===== config.mk =====
export PLATFORM = sky130hd
export DESIGN_NAME = irq_frame_stacker
export DESIGN_NICKNAME = d
export VERILOG_FILES = /design/src/rtl/irq_frame_stacker.sv
export SDC_FILE = /design/constraint.sdc
export NUM_CORES = 1
export LEC_CHECK = 0
export BUFFER_PORTS_ARGS = -buffer_cell sky130_fd_sc_hd__buf_4
export CAP_MARGIN = 40
export CORE_MARGIN = 5
export CORE_UTILIZATION = 44
export CTS_BUF_LIST = sky130_fd_sc_hd__clkbuf_4 sky130_fd_sc_hd__clkbuf_8
export DETAILED_ROUTE_END_ITERATION = 6
export GPL_TIMING_DRIVEN = 0
export PLACE_DENSITY_LB_ADDON = 0.08
export SYNTH_ARGS = -nofsm -noshare
export SYNTH_HDL_FRONTEND = slang
export SYNTH_SLANG_ARGS = --single-unit

===== constraint.sdc =====
create_clock -name clk -period 1.7 [get_ports clk]
set_input_delay 0 -clock clk [delete_from_list [all_inputs] [get_ports clk]]
set_output_delay 0 -clock clk [all_outputs]
set_load 0.01 [all_outputs]

===== src/rtl/irq_frame_stacker.sv =====
module irq_frame_stacker #(
  parameter int ADDR_W = 32
) (
  input  logic              clk,
  input  logic              rst,
  input  logic              accept_i,
  input  logic              reti_i,
  input  logic [31:0]       pc_i,
  input  logic [15:0]       psw_i,
  input  logic [ADDR_W-1:0] sp_i,
  output logic              mem_we_o,
  output logic              mem_re_o,
  output logic [ADDR_W-1:0] mem_addr_o,
  output logic [31:0]       mem_wdata_o,
  input  logic [31:0]       mem_rdata_i,
  output logic              push_done_o,
  output logic              pop_done_o,
  output logic              align_err_o,
  output logic [ADDR_W-1:0] sp_o,
  output logic [31:0]       pc_o,
  output logic [15:0]       psw_o
);
  localparam logic [ADDR_W-1:0] FRAME = ADDR_W'(8);
  localparam logic [ADDR_W-1:0] WORD  = ADDR_W'(4);

  typedef enum logic [2:0] {S_IDLE, S_WLO, S_WHI, S_RLO, S_RHI, S_PUSHED, S_POPPED, S_ERR} state_t;

  state_t            state;
  logic [ADDR_W-1:0] base;
  logic [31:0]       pc_q;
  logic [15:0]       psw_q;
  logic              start, misaligned;

  assign start      = (state == S_IDLE) && (accept_i || reti_i);
  assign misaligned = sp_i[1:0] != 2'b00;

  always_ff @(posedge clk) begin
    if (rst) begin
      state <= S_IDLE;
      base  <= '0;
      pc_q  <= '0;
      psw_q <= '0;
    end else begin
      case (state)
        S_IDLE: if (start) begin
          if (misaligned)    state <= S_ERR;
          else if (accept_i) begin
            state <= S_WLO;
            base  <= sp_i - FRAME;
            pc_q  <= pc_i;
            psw_q <= psw_i;
          end else begin
            state <= S_RLO;
            base  <= sp_i;
          end
        end
        S_WLO: state <= S_WHI;
        S_WHI: state <= S_PUSHED;
        S_RLO: begin
          psw_q <= mem_rdata_i[15:0];
          state <= S_RHI;
        end
        S_RHI: begin
          pc_q  <= mem_rdata_i;
          state <= S_POPPED;
        end
        default: state <= S_IDLE;
      endcase
    end
  end

  assign mem_we_o    = (state == S_WLO) || (state == S_WHI);
  assign mem_re_o    = (state == S_RLO) || (state == S_RHI);
  assign mem_addr_o  = ((state == S_WHI) || (state == S_RHI)) ? base + WORD : base;
  assign mem_wdata_o = (state == S_WLO) ? {16'h0000, psw_q} : pc_q;
  assign push_done_o = state == S_PUSHED;
  assign pop_done_o  = state == S_POPPED;
  assign align_err_o = state == S_ERR;
  assign sp_o        = pop_done_o ? base + FRAME : base;
  assign pc_o        = pc_q;
  assign psw_o       = psw_q;


  aligned_access_chk: assert property (@(posedge clk) disable iff (rst)
    (mem_we_o || mem_re_o) |-> (mem_addr_o[1:0] == 2'b00 && !(mem_we_o && mem_re_o)));


  two_writes_chk: assert property (@(posedge clk) disable iff (rst)
    $rose(mem_we_o) |=> (mem_we_o && mem_addr_o == $past(mem_addr_o) + WORD));


  push_done_chk: assert property (@(posedge clk) disable iff (rst)
    push_done_o |-> ($past(mem_we_o) && sp_o[1:0] == 2'b00 && sp_o + WORD == $past(mem_addr_o)));


  misalign_chk: assert property (@(posedge clk) disable iff (rst)
    (start && misaligned) |=> (align_err_o && !mem_we_o && !mem_re_o));


  pop_done_chk: assert property (@(posedge clk) disable iff (rst)
    pop_done_o |-> ($past(mem_re_o) && sp_o == $past(mem_addr_o) + WORD));


  one_strobe_chk: assert property (@(posedge clk) disable iff (rst)
    $onehot0({push_done_o, pop_done_o, align_err_o}));
endmodule


==> results.tsv <==
stage	metric	value	unit
synth	yosysWarningCount	0	
routing	drt_iter0_drc	659	
clock_tree	cts_tree	done	
die	pin_count	265	
clock_tree	cts_buffer_depth	2	
worst_setup_path	regToRegStartpoint	state[0]	
worst_setup_path	r2r_end	base[5]	
worst_setup_path	critPathKind	flop to primary output	
synth	synth.net_count	782	
place	dp_hpwl	16300	µm
synth	synth-seq-cells	83	
clock_tree	path_clk_slew	0.09	ns
timing	setup_viol	112	
die	die_h	121	µm
worst_setup_path	path_cells	buf_6 -> nand4_1 -> nand3b_1 -> buf_6 -> nor3_4 -> buf_4 -> xor2_1 -> buf_4	
grt	grt_pass1_wl	36000	µm
timing	rsz0062_at_grt	true	
layout	layout.nets	1188	
layout	drive_above_1_share	54.7	%
routing	drc	0	
die	die_area	14700	µm²
worst_hold_path	hold_class	input port to flop	
worst_setup_path	critPathSlowestCell	dfxtp_2	
flow_run	cap_viol_max_count	0	
worst_setup_path	required	1.70	ns
synth	synth_area_leader_cell	dfxtp_1	
routing	vias	7135	
timing	min_period_over_period	136	%
power	p_clk_share	22.0	%
place	place.port_buffers	262	
worst_hold_path	hold_start	mem_rdata_i[23]	
timing	fin_setup_tns	-30.62	ns
worst_setup_path	crit_fanout	4	
status	status	finished with violations	
timing	slew_violations	0	
die	die_w	121	µm
clock_tree	cts_sinks	83	
clock_tree	cts_htree_levels	3	
worst_setup_path	cp-end-kind	primary output	
timing	tightest_slew	0.756	ns
routing	dr.pass1.iters	7	
power	p_int	4.62	mW
layout	area_delta_synth_final	91.4	%
worst_setup_path	critPathMaxStageDelay	0.39	ns
synth	synthCells	663	
clock_tree	numCtsBuffers	9	
clock_tree	ctsRootBufferMaster	clkbuf_8	
routing	drtAntennaViolNets	0	
synth	synth_cell_types	43	
clock_tree	clock_latency	0.36	ns
grt	grt_antenna_before_repair	0	
worst_setup_path	worstPathArrival	2.31	ns
power	p_sw_share	34.8	%
timing	fmax	0.433	GHz
routing	totalWireLength	28200	µm
power	vdd_drop_max	0.560	mV
grt	grt_max_degree	18	
grt	grt_pass1_vias	6705	
timing	period_minus_slack	2.31	ns
worst_hold_path	whs_endpoint	pc_o[23]	
timing	fin_ws	-0.612	ns
power	p_per_area	679	nW/µm²
power	comb_power_share	44.2	%
timing	hold_viol_final	1	
status	violations	negative hold slack, negative setup slack	
power	p_sw	2.46	mW
synth	netlist_top_cells_area	dfxtp_1, a211oi_1, mux2i_1	
synth	postSynthAreaPerCell	8.21	µm²
worst_setup_path	critPathLaunchType	flop	
grt	grt-ovfl-total	0	
routing	avgViaCountPerCell	5.74	
worst_hold_path	min_path_cells	3	
power	p_seq_share	33.9	%
die	core	12100	µm²
layout	fillCellCount	600	
synth	yosys.area.top_type_share	30.5	%
grt	grt_usage	30.9	%
power	power.leakage	4.70	nW
timing	slew_headroom	49.6	%
timing	whs	-0.00361	ns
place	place_congestion	0.874	
layout	diodes	0	
worst_setup_path	r2r_cells	9	
die	initial_core_util	45.1	%
synth	syn_area	5440	µm²
worst_setup_path	r2r_slack	-0.25	ns
routing	wire_per_inst	22.7	µm
power	p_total	7.08	mW
die	fp-row-count	40	
synth	ys_seq_area_share	30.5	%
timing	fin_worst_skew	0.0115	ns
==> timing repair <==
| item | 4_1_cts | 5_1_grt |
|---|---|---|
| gates resized for setup | 213 | 148 |
| hold buffers | 43 | 3 |
| endpoints found under the setup margin | 162 | 155 |
| setup buffers | 50 | 62 |
| hold endpoints to repair | 39 | 3 |
| gates cloned | 2 | 4 |
| pin swaps | 42 | 75 |
==> flip-flops by register name, indices dropped and copies added, names as in the netlist <==
signal,flops
base,32
pc_o,32
state,3
psw_o,16
==> worst max-delay path, delay by kind of cell, from the launching register on <==
kind                   cells  cell delay (ns)
XOR/XNOR                   1             0.23
buffers and inverters      4             0.63
flip-flops                 1             0.39
AND/OR/NAND/NOR            3             0.69
==> layout make-up <==
| type | count | area (µm²) | share of cell area, % |
|---|---|---|---|
| flip-flops and latches | 83 | 1740 | 16.7 |
| repair buffers | 421 | 3590 | 34.5 |
| well taps | 168 | 210 | 2.02 |
| plain buffers | 38 | 353 | 3.39 |
| inverters | 5 | 21.3 | 0.204 |
| multi-input cells | 511 | 4290 | 41.1 |
| clock buffers | 13 | 166 | 1.60 |
| clock inverters | 3 | 46.3 | 0.444 |
==> metrics by stage <==
step	util [%]	instance area (µm²)	worst slack, ns	std cells	hold WS (ns)
6_report	86.4	10400	-0.612	1242	-0.00361
5_1_grt	86.4	10400	-0.675	1242	0.00159
2_1_floorplan	-	5530	-0.121	663	0.147
3_3_place_gp	63.9	7710	-0.706	1093	0.238
4_1_cts	78.8	9500	-0.562	1186	0.000275
3_5_place_dp	63.9	7710	-0.745	1093	0.281
==> cell usage in the layout (no fill, tap or decap), types with 6 or more instances in the layout <==
cell type	count
mux2_4	17
xnor2_2	12
nor4_2	6
xor2_1	29
buf_4	315
nor2b_1	14
dlygate4sd3_1	46
dfxtp_2	6
buf_8	7
nand2_1	28
xor2_2	6
nor3_1	9
dfxtp_4	20
dfxtp_1	57
nand4_1	12
nor2_4	16
clkbuf_1	11
buf_6	69
mux2i_1	49
a211oi_2	18
nor3_4	10
nand2_2	10
nor2_1	94
clkbuf_8	11
xnor2_1	38
a211oi_1	58
==> logic make-up (layout without fill, tap and decap cells) <==
| group | count (synthesis) | after routing | share of synthesized area (%) |
|---|---|---|---|
| muxes | 67 | 67 | 12.7 |
| xor gates and xnor gates | 87 | 87 | 14.0 |
| DFF | 83 | 83 | 30.5 |
| and+or+nand+nor | 270 | 270 | 24.7 |
| AOI/OAI and AO/OA | 84 | 84 | 11.9 |
| adders and majority gates | 3 | 3 | 0.690 |
| buffers and inverters | 69 | 480 | 5.49 |
==> power groups by stage <==
| stage | registers [mW] | clock network [mW] | logic [mW] |
|---|---|---|---|
| after floorplan | 2.39 | 0 | 1.10 |
| after global placement | 2.36 | 0 | 2.19 |
| after detailed placement | 2.37 | 0 | 2.23 |
| after CTS | 2.36 | 1.51 | 2.67 |
| after global routing | 2.42 | 1.63 | 3.28 |
| final | 2.40 | 1.55 | 3.13 |
==> how the worst max path moves through the flow <==
stage,start,end,depth (start not counted)
after floorplan,base[6],sp_o[22],7
after global placement,sp_i[3],base[31],8
after detailed placement,sp_i[3],base[31],8
after CTS,base[6],sp_o[22],8
after global routing,base[5],mem_addr_o[17],8
final,base[5],mem_addr_o[17],8
==> metal layers <==
metal | global-route usage (%) | part of all wire, %
met5 | 0 | 0
met4 | 13.7 | 7.2
met3 | 5.73 | 8.7
met2 | 55.6 | 50
met1 | 35.4 | 34
==> cell usage after synthesis, drive strengths merged <==
| cell type | count |
|---|---|
| a2111oi | 1 |
| a211oi | 76 |
| a21oi | 5 |
| a311oi | 1 |
| and2 | 2 |
| and3 | 3 |
| and3b | 1 |
| and4 | 4 |
| buf | 18 |
| clkbuf | 46 |
| dfxtp | 83 |
| ha | 3 |
| inv | 5 |
| mux2 | 17 |
| mux2i | 50 |
| nand2 | 42 |
| nand2b | 3 |
| nand3 | 11 |
| nand3b | 3 |
| nand4 | 12 |
| nand4b | 4 |
| nor2 | 115 |
| nor2b | 16 |
| nor3 | 21 |
| nor3b | 4 |
| nor4 | 12 |
| nor4b | 1 |
| nor4bb | 1 |
| o21bai | 1 |
| or2 | 6 |
| or3 | 6 |
| or4 | 3 |
| xnor2 | 52 |
| xor2 | 35 |
No activity file was read; power rests on OpenSTA's default activity.
